[src/rtl/tick_gen_pkg.sv]
package tick_gen_pkg;
  // mode bit encoding
  localparam logic MODE_DIV = 1'b0;
  localparam logic MODE_NCO = 1'b1;

  // strobes from control to datapath
  typedef struct packed {
    logic clear;  // hold both engines at zero
    logic step;   // advance the selected engine this cycle
  } tick_ctrl_t;
endpackage

[src/rtl/tick_gen_ctrl.sv]
module tick_gen_ctrl
  import tick_gen_pkg::*;
#(
  parameter int RATE_W = 16
) (
  input  logic              clk,
  input  logic              rstN,
  input  logic              runEn,
  input  logic              cfgWrEn,
  input  logic              cfgWrMode,
  input  logic [RATE_W-1:0] cfgWrRate,
  input  logic              wrapEvt,
  output tick_ctrl_t        ctrl,
  output logic              actMode,
  output logic [RATE_W-1:0] actRate
);
  logic              pendMode;
  logic [RATE_W-1:0] pendRate;
  logic              nextPendMode;
  logic [RATE_W-1:0] nextPendRate;
  logic              loadAct;

  // a write in the same cycle as a reload is taken at once
  always_comb begin
    nextPendMode = cfgWrEn ? cfgWrMode : pendMode;
    nextPendRate = cfgWrEn ? cfgWrRate : pendRate;
    loadAct      = !runEn || wrapEvt;
    ctrl.clear   = !runEn;
    ctrl.step    = runEn;
  end

  always_ff @(posedge clk or negedge rstN) begin
    if (!rstN) begin
      pendMode <= MODE_DIV;
      pendRate <= '0;
      actMode  <= MODE_DIV;
      actRate  <= '0;
    end else begin
      pendMode <= nextPendMode;
      pendRate <= nextPendRate;
      if (loadAct) begin
        actMode <= nextPendMode;
        actRate <= nextPendRate;
      end
    end
  end
endmodule

[src/rtl/tick_gen_dp.sv]
module tick_gen_dp
  import tick_gen_pkg::*;
#(
  parameter int RATE_W = 16
) (
  input  logic              clk,
  input  logic              rstN,
  input  tick_ctrl_t        ctrl,
  input  logic              actMode,
  input  logic [RATE_W-1:0] actRate,
  output logic              wrapEvt,
  output logic              tick
);
  localparam logic [RATE_W-1:0] ONE = RATE_W'(1);

  logic [RATE_W-1:0] divCnt;
  logic [RATE_W-1:0] divTerm;
  logic              divHit;
  logic [RATE_W-1:0] phaseAcc;
  logic [RATE_W:0]   phaseSum;
  logic              ncoHit;

  always_comb begin
    divTerm  = (actRate <= ONE) ? '0 : actRate - ONE;
    divHit   = divCnt >= divTerm;
    phaseSum = {1'b0, phaseAcc} + {1'b0, actRate};
    ncoHit   = phaseSum[RATE_W];
    wrapEvt  = ctrl.step && ((actMode == MODE_NCO) ? ncoHit : divHit);
  end

  always_ff @(posedge clk or negedge rstN) begin
    if (!rstN) begin
      divCnt   <= '0;
      phaseAcc <= '0;
      tick     <= 1'b0;
    end else if (ctrl.clear) begin
      divCnt   <= '0;
      phaseAcc <= '0;
      tick     <= 1'b0;
    end else if (ctrl.step) begin
      if (actMode == MODE_NCO) begin
        divCnt   <= '0;
        phaseAcc <= phaseSum[RATE_W-1:0];
        tick     <= ncoHit;
      end else begin
        phaseAcc <= '0;
        divCnt   <= divHit ? '0 : divCnt + ONE;
        tick     <= divHit;
      end
    end else begin
      tick <= 1'b0;
    end
  end
endmodule

[src/rtl/oversample_tick_gen.sv]
module oversample_tick_gen
  import tick_gen_pkg::*;
#(
  parameter int RATE_W = 16
) (
  input  logic              clk,
  input  logic              rstN,
  input  logic              runEn,
  input  logic              cfgWrEn,
  input  logic              cfgWrMode,
  input  logic [RATE_W-1:0] cfgWrRate,
  output logic              tick
);
  tick_ctrl_t        ctrl;
  logic              actMode;
  logic [RATE_W-1:0] actRate;
  logic              wrapEvt;

  tick_gen_ctrl #(.RATE_W(RATE_W)) u_ctrl (
    .clk(clk), .rstN(rstN), .runEn(runEn),
    .cfgWrEn(cfgWrEn), .cfgWrMode(cfgWrMode), .cfgWrRate(cfgWrRate),
    .wrapEvt(wrapEvt), .ctrl(ctrl), .actMode(actMode), .actRate(actRate)
  );

  tick_gen_dp #(.RATE_W(RATE_W)) u_dp (
    .clk(clk), .rstN(rstN), .ctrl(ctrl), .actMode(actMode),
    .actRate(actRate), .wrapEvt(wrapEvt), .tick(tick)
  );
endmodule

[config.mk]
export PLATFORM = sky130hd
export DESIGN_NAME = oversample_tick_gen
export DESIGN_NICKNAME = d
export VERILOG_FILES = /design/src/rtl/tick_gen_pkg.sv /design/src/rtl/tick_gen_ctrl.sv /design/src/rtl/tick_gen_dp.sv /design/src/rtl/oversample_tick_gen.sv
export SDC_FILE = /design/constraint.sdc
export NUM_CORES = 1
export LEC_CHECK = 0
export CAP_MARGIN = 20
export CORE_UTILIZATION = 25
export DETAILED_ROUTE_END_ITERATION = 8
export GPL_ROUTABILITY_DRIVEN = 0
export MAX_ROUTING_LAYER = met4
export PLACE_DENSITY = 0.38
export SYNTH_ARGS = -nofsm -noshare
export SYNTH_HDL_FRONTEND = slang
export SYNTH_SLANG_ARGS = --single-unit
[constraint.sdc]
create_clock -name clk -period 6.4 [get_ports clk]
set_input_delay 1.28 -clock clk [delete_from_list [all_inputs] [get_ports clk]]
set_output_delay 1.28 -clock clk [all_outputs]
set_load 0.01 [all_outputs]
==> summary.md, run 1 <==
| Metric | Value |
|---|---|
| Post-Syn Area | `0.00398 mm2` |
| Slew margin rel. | `40.9%` |
| Critical Path Fanout Max | `18` |
| Crit. End Element | `flip-flop` |
| Leading area contributor after synthesis | `dfrtp_1` |
| Via count of the routed design | `2,786` |
| Dominant synthesized flop cell | `dfrtp_1` |
| Initial antenna violation count | `0` |
| # hold bufs at CTS | `0` |
| Hpwl dp | `6570 um` |
| Final core utilization | `30.7%` |
| Yosys warning count | `0` |
| CTS clock-pin slew for the worst setup and hold paths | `0.06 ns` |
| Post-CTS Setup Inserts | `0` |
| Fin. max-slew vios | `0` |
| TNS Setup | `0 ns` |
| Iteration-0 DRC Markers | `131` |
| Final WL | `8990 um` |
| Wire per inst | `14.5 um` |
| Vias in the first global route | `2,844` |
| Leakage | `2.17 nW` |
| Commonest non-fill, non-tap cell in the layout | `dfrtp_1` |
| Avg Cell Area, Syn | `10.5 um2` |
| Die area | `0.0164 mm2` |
| Total chip power | `0.00193 W` |
| Min Hold Slack | `0.496 ns` |
| Global-route wire length before repair | `15,300 um` |
| Sink Count | `67` |
| Syn Inst Count | `380` |
| Seq/Total Area, Yosys | `42.1%` |
| Max Clock Skew | `0.00851 ns` |
| Post-route ant nets | `0` |
| I/O Pins | `22` |
| CTS tree | `built` |
| HP Class | `flip-flop to flip-flop` |
| Fraction of layout cells with a size suffix above 1 | `13.9%` |
| Die Y-Extent | `128 um` |
| GRT Total Usage | `12.8%` |
| Post-route clock period utilization | `76.7%` |
| Core area | `0.0154 mm2` |
| Status | `completed` |
| Layout Nets | `462` |
| Vias/cell | `4.49` |
| Area delta synth->final | `18.5%` |
| Row count | `45` |
| Setup-failing EPs final | `0` |
| Clock buffer depth | `2` |
| Worst EP arrival | `5.13 ns` |
| Clock insertion delay at the later pin of the skew report | `0.34 ns` |
| Shortest period the worst path allows | `4.91 ns` |
| Filler cells | `1,607` |
| Sequential cell area | `0.00168 mm2` |
| Initial core utilization | `25.9%` |
| Antenna cells | `0` |
| Commonest non-fill, non-tap cells in the layout | `dfrtp_1, nor2_1, nand2_1` |
| Flops & latches, synth | `67` |
| CP required | `6.63 ns` |
| Largest net degree at the start of global routing | `68` |
| DIE WIDTH | `128 um` |
| TritonCTS buffer count | `9` |
| CTS resizes | `0` |
| Area share of the largest cell type after synthesis | `42.1%` |
| GR Overflow Total | `0` |
| Synth area leaders | `dfrtp_1, ha_1, mux2_2, nor2_1, xor2_1` |
| Max Clk Rate | `0.204 GHz` |
| CP startpoint kind | `flip-flop` |
| DRC | `0` |
| Netlist cell types | `46` |
| Worst vdd ir | `130 uV` |
| Root Buffer | `clkbuf_16` |
| DR pass1 iterations | `4` |
| Final Hold Fails | `0` |
| Worst slew pin tran | `0.886 ns` |
| Max-cap violations | `0` |
| Area of the multi-input gates | `0.00222 mm2` |
| H-tree depth | `3` |
| PD cells | `410 mW/mm2` |
| RSZ-0062 raised after global routing | `false` |
| Post-synth EDFFs | `0` |
| Critical path class | `flip-flop to flip-flop` |
| Syn Nets | `437` |
| Post-synth ARST share | `100%` |
| IO Port Bufs | `21` |
==> metrics by stage <==
stage / cells / cell area (um2) / setup slack (ns)
after floorplan: 380 / 3980 / 2.80
after global placement: 605 / 4400 / 1.60
after detailed placement: 605 / 4400 / 1.44
after CTS: 620 / 4720 / 1.43
after global routing: 620 / 4720 / 0.878
final: 620 / 4720 / 1.49
==> routing by layer <==
| metal | track usage (%) | routed length (um) | up-vias |
|---|---|---|---|
| met4 | 4.78 | 133 | 0 |
| met5 | - | 0 | - |
| met3 | 3.76 | 279 | 11 |
| met1 | 16.3 | 4550 | 1346 |
| met2 | 19.2 | 4030 | 25 |
| li1 | - | - | 1404 |
==> cells in the mapped netlist, types with 3 or more instances <==
cell type  instances
nor2_1            47
nand3_1           10
o21a_1             6
nand2_1           36
xnor2_1           16
dfrtp_1           67
o211ai_1           3
a211oi_1           4
mux2_4            10
a21oi_1           13
and3_1            10
nor4_1             4
clkbuf_1           4
o21ai_0            9
xor2_1            18
nand2b_1           3
inv_1              8
a31oi_1            3
a211o_1            4
mux2_2            24
nor3_1            10
a21o_1             9
ha_1              35
nand4_1            5
==> worst max-delay path: stages (launching register included) <==
cell and delay (ns):
dfrtp_1 0.43, or3_1 0.44, nor4_1 0.42, nand4_1 0.59, and2_1 0.38, ha_1 0.27, nand2b_1 0.11, a2111oi_2 0.06
o311ai_1 0.37, a21o_1 0.59, a21boi_4 0.70, mux2_2 0.40
==> report_power, final <==
part           internal (W)  total (W)  switching (W)
clock network      0.000348   0.000540       0.000192
registers          0.000519   0.000623       0.000104
logic              0.000372   0.000771       0.000399
==> cell families (layout without fill, tap and decap cells) <==
| group | count (synthesis) | after routing | share of synthesized area, % |
|---|---|---|---|
| flops | 67 | 67 | 42.1 |
| fa+ha+maj | 36 | 36 | 11.5 |
| compound gates | 62 | 62 | 11.2 |
| mux | 34 | 34 | 10.6 |
| xor+xnor | 34 | 34 | 7.48 |
| simple gates | 131 | 131 | 15.0 |
| buf+inv | 16 | 45 | 2.17 |
==> cell type report <==
cell class	instances	share of cell area (%)
sequential	67	35.6
timing repair buffer	22	4.51
multi-input combinational	297	47.0
clock inverter	5	1.64
clock buffer	10	5.07
tap	211	5.60
inverter	8	0.637
==> state kept, by name (all words and copies together) (netlist names) <==
signal	cells
u_ctrl.actRate	16
u_ctrl.pendMode	1
u_dp.phaseAcc	16
u_dp.tick	1
u_ctrl.actMode	1
u_ctrl.pendRate	16
u_dp.divCnt	16
==> path summary, 6_finish.rpt <==
path                                          from                 end  slack [ns]  cells past startpoint
worst min register to register  u_ctrl.pendRate[1]  u_ctrl.pendRate[1]        0.50                      1
worst max-delay path             u_ctrl.actRate[5]   u_ctrl.actRate[0]        1.49                     11
worst min-delay path            u_ctrl.pendRate[1]  u_ctrl.pendRate[1]        0.50                      1
max in group asynchronous                     rstN     u_dp.divCnt[12]        4.66                      2
min in group asynchronous                     rstN      u_dp.divCnt[4]        1.13                      2
worst max register to register   u_ctrl.actRate[5]   u_ctrl.actRate[0]        1.49                     11
Note: power is estimated with default switching activity, not from simulation.
==> inputs of run 2 (changes only) <==
Clock period 6.4 ns to 4.61 ns, I/O delays scaled along.
==> run 2 against run 1 <==
Final cell count grew 0.65%. Register-to-register slack lost 0.88 ns. Hold slack gained 0.0013 ns. First-iteration DRC count shrank 33%. Die area is the same. Sequential power grew 39%. Highest routed layer unchanged. Largest power group unchanged. Power grew 36%. Core utilization is essentially flat. Largest cell class unchanged. Clock power grew 25%. Critical path depth grew 1. Worst setup slack lost 0.88 ns. Sequential cell count is the same.
==> summary.md, run 2 (synthesis gave the netlist of run 1 again) <==
| Metric | Value |
|---|---|
| Status | `completed` |
| Iteration-0 DRC Markers | `88` |
| CP startpoint kind | `flip-flop` |
| Final WL | `9100 um` |
| Worst slew pin tran | `0.938 ns` |
| Post-Place Cells | `608` |
| Worst EP arrival | `4.21 ns` |
| Sequential fraction of design power | `33.1%` |
| GRT Total Usage | `12.9%` |
| Fin. max-slew vios | `0` |
| M1 wire length | `4620 um` |
| RSZ-0062 raised after global routing | `false` |
| Fraction of layout cells with a size suffix above 1 | `14.3%` |
| Setup-failing EPs final | `0` |
| Worst vdd ir | `212 uV` |
| Root Buffer | `clkbuf_16` |
| Core area | `0.0154 mm2` |
| Die Y-Extent | `128 um` |
| Crit path largest cell delay | `0.60 ns` |
| Clock insertion delay at the later pin of the skew report | `0.34 ns` |
| WP buf/inv | `0` |
| Final Hold Fails | `0` |
| Vias in the first global route | `2,867` |
| Switching Power | `0.000963 W` |
| Wire per inst | `14.6 um` |
| Met2 WL | `4150 um` |
| DRC | `0` |
| Global-route wire length before repair | `15,400 um` |
| Largest net degree at the start of global routing | `36` |
| CTS clock-pin slew for the worst setup and hold paths | `0.06 ns` |
| Post-route clock period utilization | `86.7%` |
| PD cells | `557 mW/mm2` |
| CTS tree | `built` |
| Worst path slowest cell | `a21boi_4` |
| Layout Nets | `465` |
| Die area | `0.0164 mm2` |
| Part of the power in the clock network | `25.7%` |
| Hpwl dp | `6830 um` |
| Net Sw Frac | `36.7%` |
| Final cell count without fillers | `624` |
| Max Clk Rate | `0.250 GHz` |
| Slew margin rel. | `37.3%` |
| DIE WIDTH | `128 um` |
| Internal | `0.00166 W` |
| Initial antenna violation count | `0` |
| Post-route ant nets | `0` |
| Comb pwr share | `41.3%` |
| Sequential cell area | `0.00168 mm2` |
| Antenna cells | `0` |
| Filler cells | `1,620` |
| Critical path class | `flip-flop to flip-flop` |
| CP cell instances | `or3_1 -> nor4_1 -> nand2_1 -> nor4_1 -> xor2_1 -> nand2_1 -> ha_1 -> nand4_1 -> nor3_1 -> a21o_1 -> a21boi_4 -> mux2_2` |
| Via count of the routed design | `2,786` |
| Max Clock Skew | `0.00951 ns` |
| # hold bufs at CTS | `0` |
| WL met3 | `196 um` |
| Commonest non-fill, non-tap cells in the layout | `dfrtp_1, nor2_1, nand2_1` |
| Shortest period the worst path allows | `4.00 ns` |
| TritonCTS buffer count | `9` |
| IO Port Bufs | `21` |
| TNS Setup | `0 ns` |
| Area of the multi-input gates | `0.00222 mm2` |
| GR Overflow Total | `0` |
| Commonest non-fill, non-tap cell in the layout | `dfrtp_1` |
| Crit. End Element | `flip-flop` |
| I/O Pins | `22` |
| Row count | `45` |
| Initial core utilization | `25.9%` |
| Clock buffer depth | `2` |
| Leakage | `2.18 nW` |
| Critical Path Fanout Max | `16` |
| CP delay by family, top | `simple AND/OR/NAND/NOR gates` |
| CTS resizes | `0` |
| Sink Count | `67` |
| H-tree depth | `3` |
| Area delta synth->final | `18.3%` |
| Vias/cell | `4.46` |
| CP required | `4.83 ns` |
| Max-cap violations | `0` |
| DR pass1 iterations | `4` |
| HP Class | `flip-flop to flip-flop` |
| Post-CTS Setup Inserts | `0` |
| Top sig layer | `met4` |
[run 2: worst paths after layout]
check,start,to,slack (ns),cells after the start
hold / removal,u_ctrl.pendRate[1],u_ctrl.pendRate[1],0.50,1
hold reg to reg,u_ctrl.pendRate[1],u_ctrl.pendRate[1],0.50,1
setup / recovery,u_ctrl.actRate[5],u_ctrl.actRate[0],0.61,12
max in group asynchronous,rstN,u_dp.divCnt[2],2.98,2
min in group asynchronous,rstN,u_dp.divCnt[4],0.67,1
setup reg to reg,u_ctrl.actRate[5],u_ctrl.actRate[0],0.61,12
[run 2: layout make-up]
type                       count  area share [%]
inverter                       8           0.638
sequential                    67            35.6
clock inverter                 5            1.14
timing repair buffer          25            5.00
tap                          211            5.61
multi-input combinational    297            47.1
clock buffer                  11            4.94
[run 2: power by group through the flow]
stage / Clock (W) / Sequential, W / Combinational [W]
6_report: 0.000673 / 0.000867 / 0.00108
5_1_grt: 0.000725 / 0.000890 / 0.00123
4_1_cts: 0.000700 / 0.000872 / 0.00109
3_5_place_dp: 0 / 0.000882 / 0.00109
3_3_place_gp: 0 / 0.000876 / 0.00110
2_1_floorplan: 0 / 0.000819 / 0.000884
[run 2: through the flow]
stage / util (%) / hold WS [ns] / total power [W] / instance area, um2 / setup slack, ns
floorplan: - / 0.467 / 0.00170 / 3980 / 1.01
global placement: 28.8 / 0.484 / 0.00198 / 4420 / 0.649
detailed placement: 28.8 / 0.488 / 0.00197 / 4420 / 0.557
CTS: 30.6 / 0.501 / 0.00267 / 4710 / 0.539
global route: 30.6 / 0.514 / 0.00284 / 4710 / 0.184
finish: 30.6 / 0.497 / 0.00262 / 4710 / 0.612
[run 2: layer usage]
| layer | GRT usage, % | up-vias |
|---|---|---|
| met5 | - | - |
| met4 | 4.57 | 0 |
| met3 | 3.63 | 10 |
| met2 | 19.8 | 14 |
| met1 | 16.3 | 1358 |
| li1 | - | 1404 |
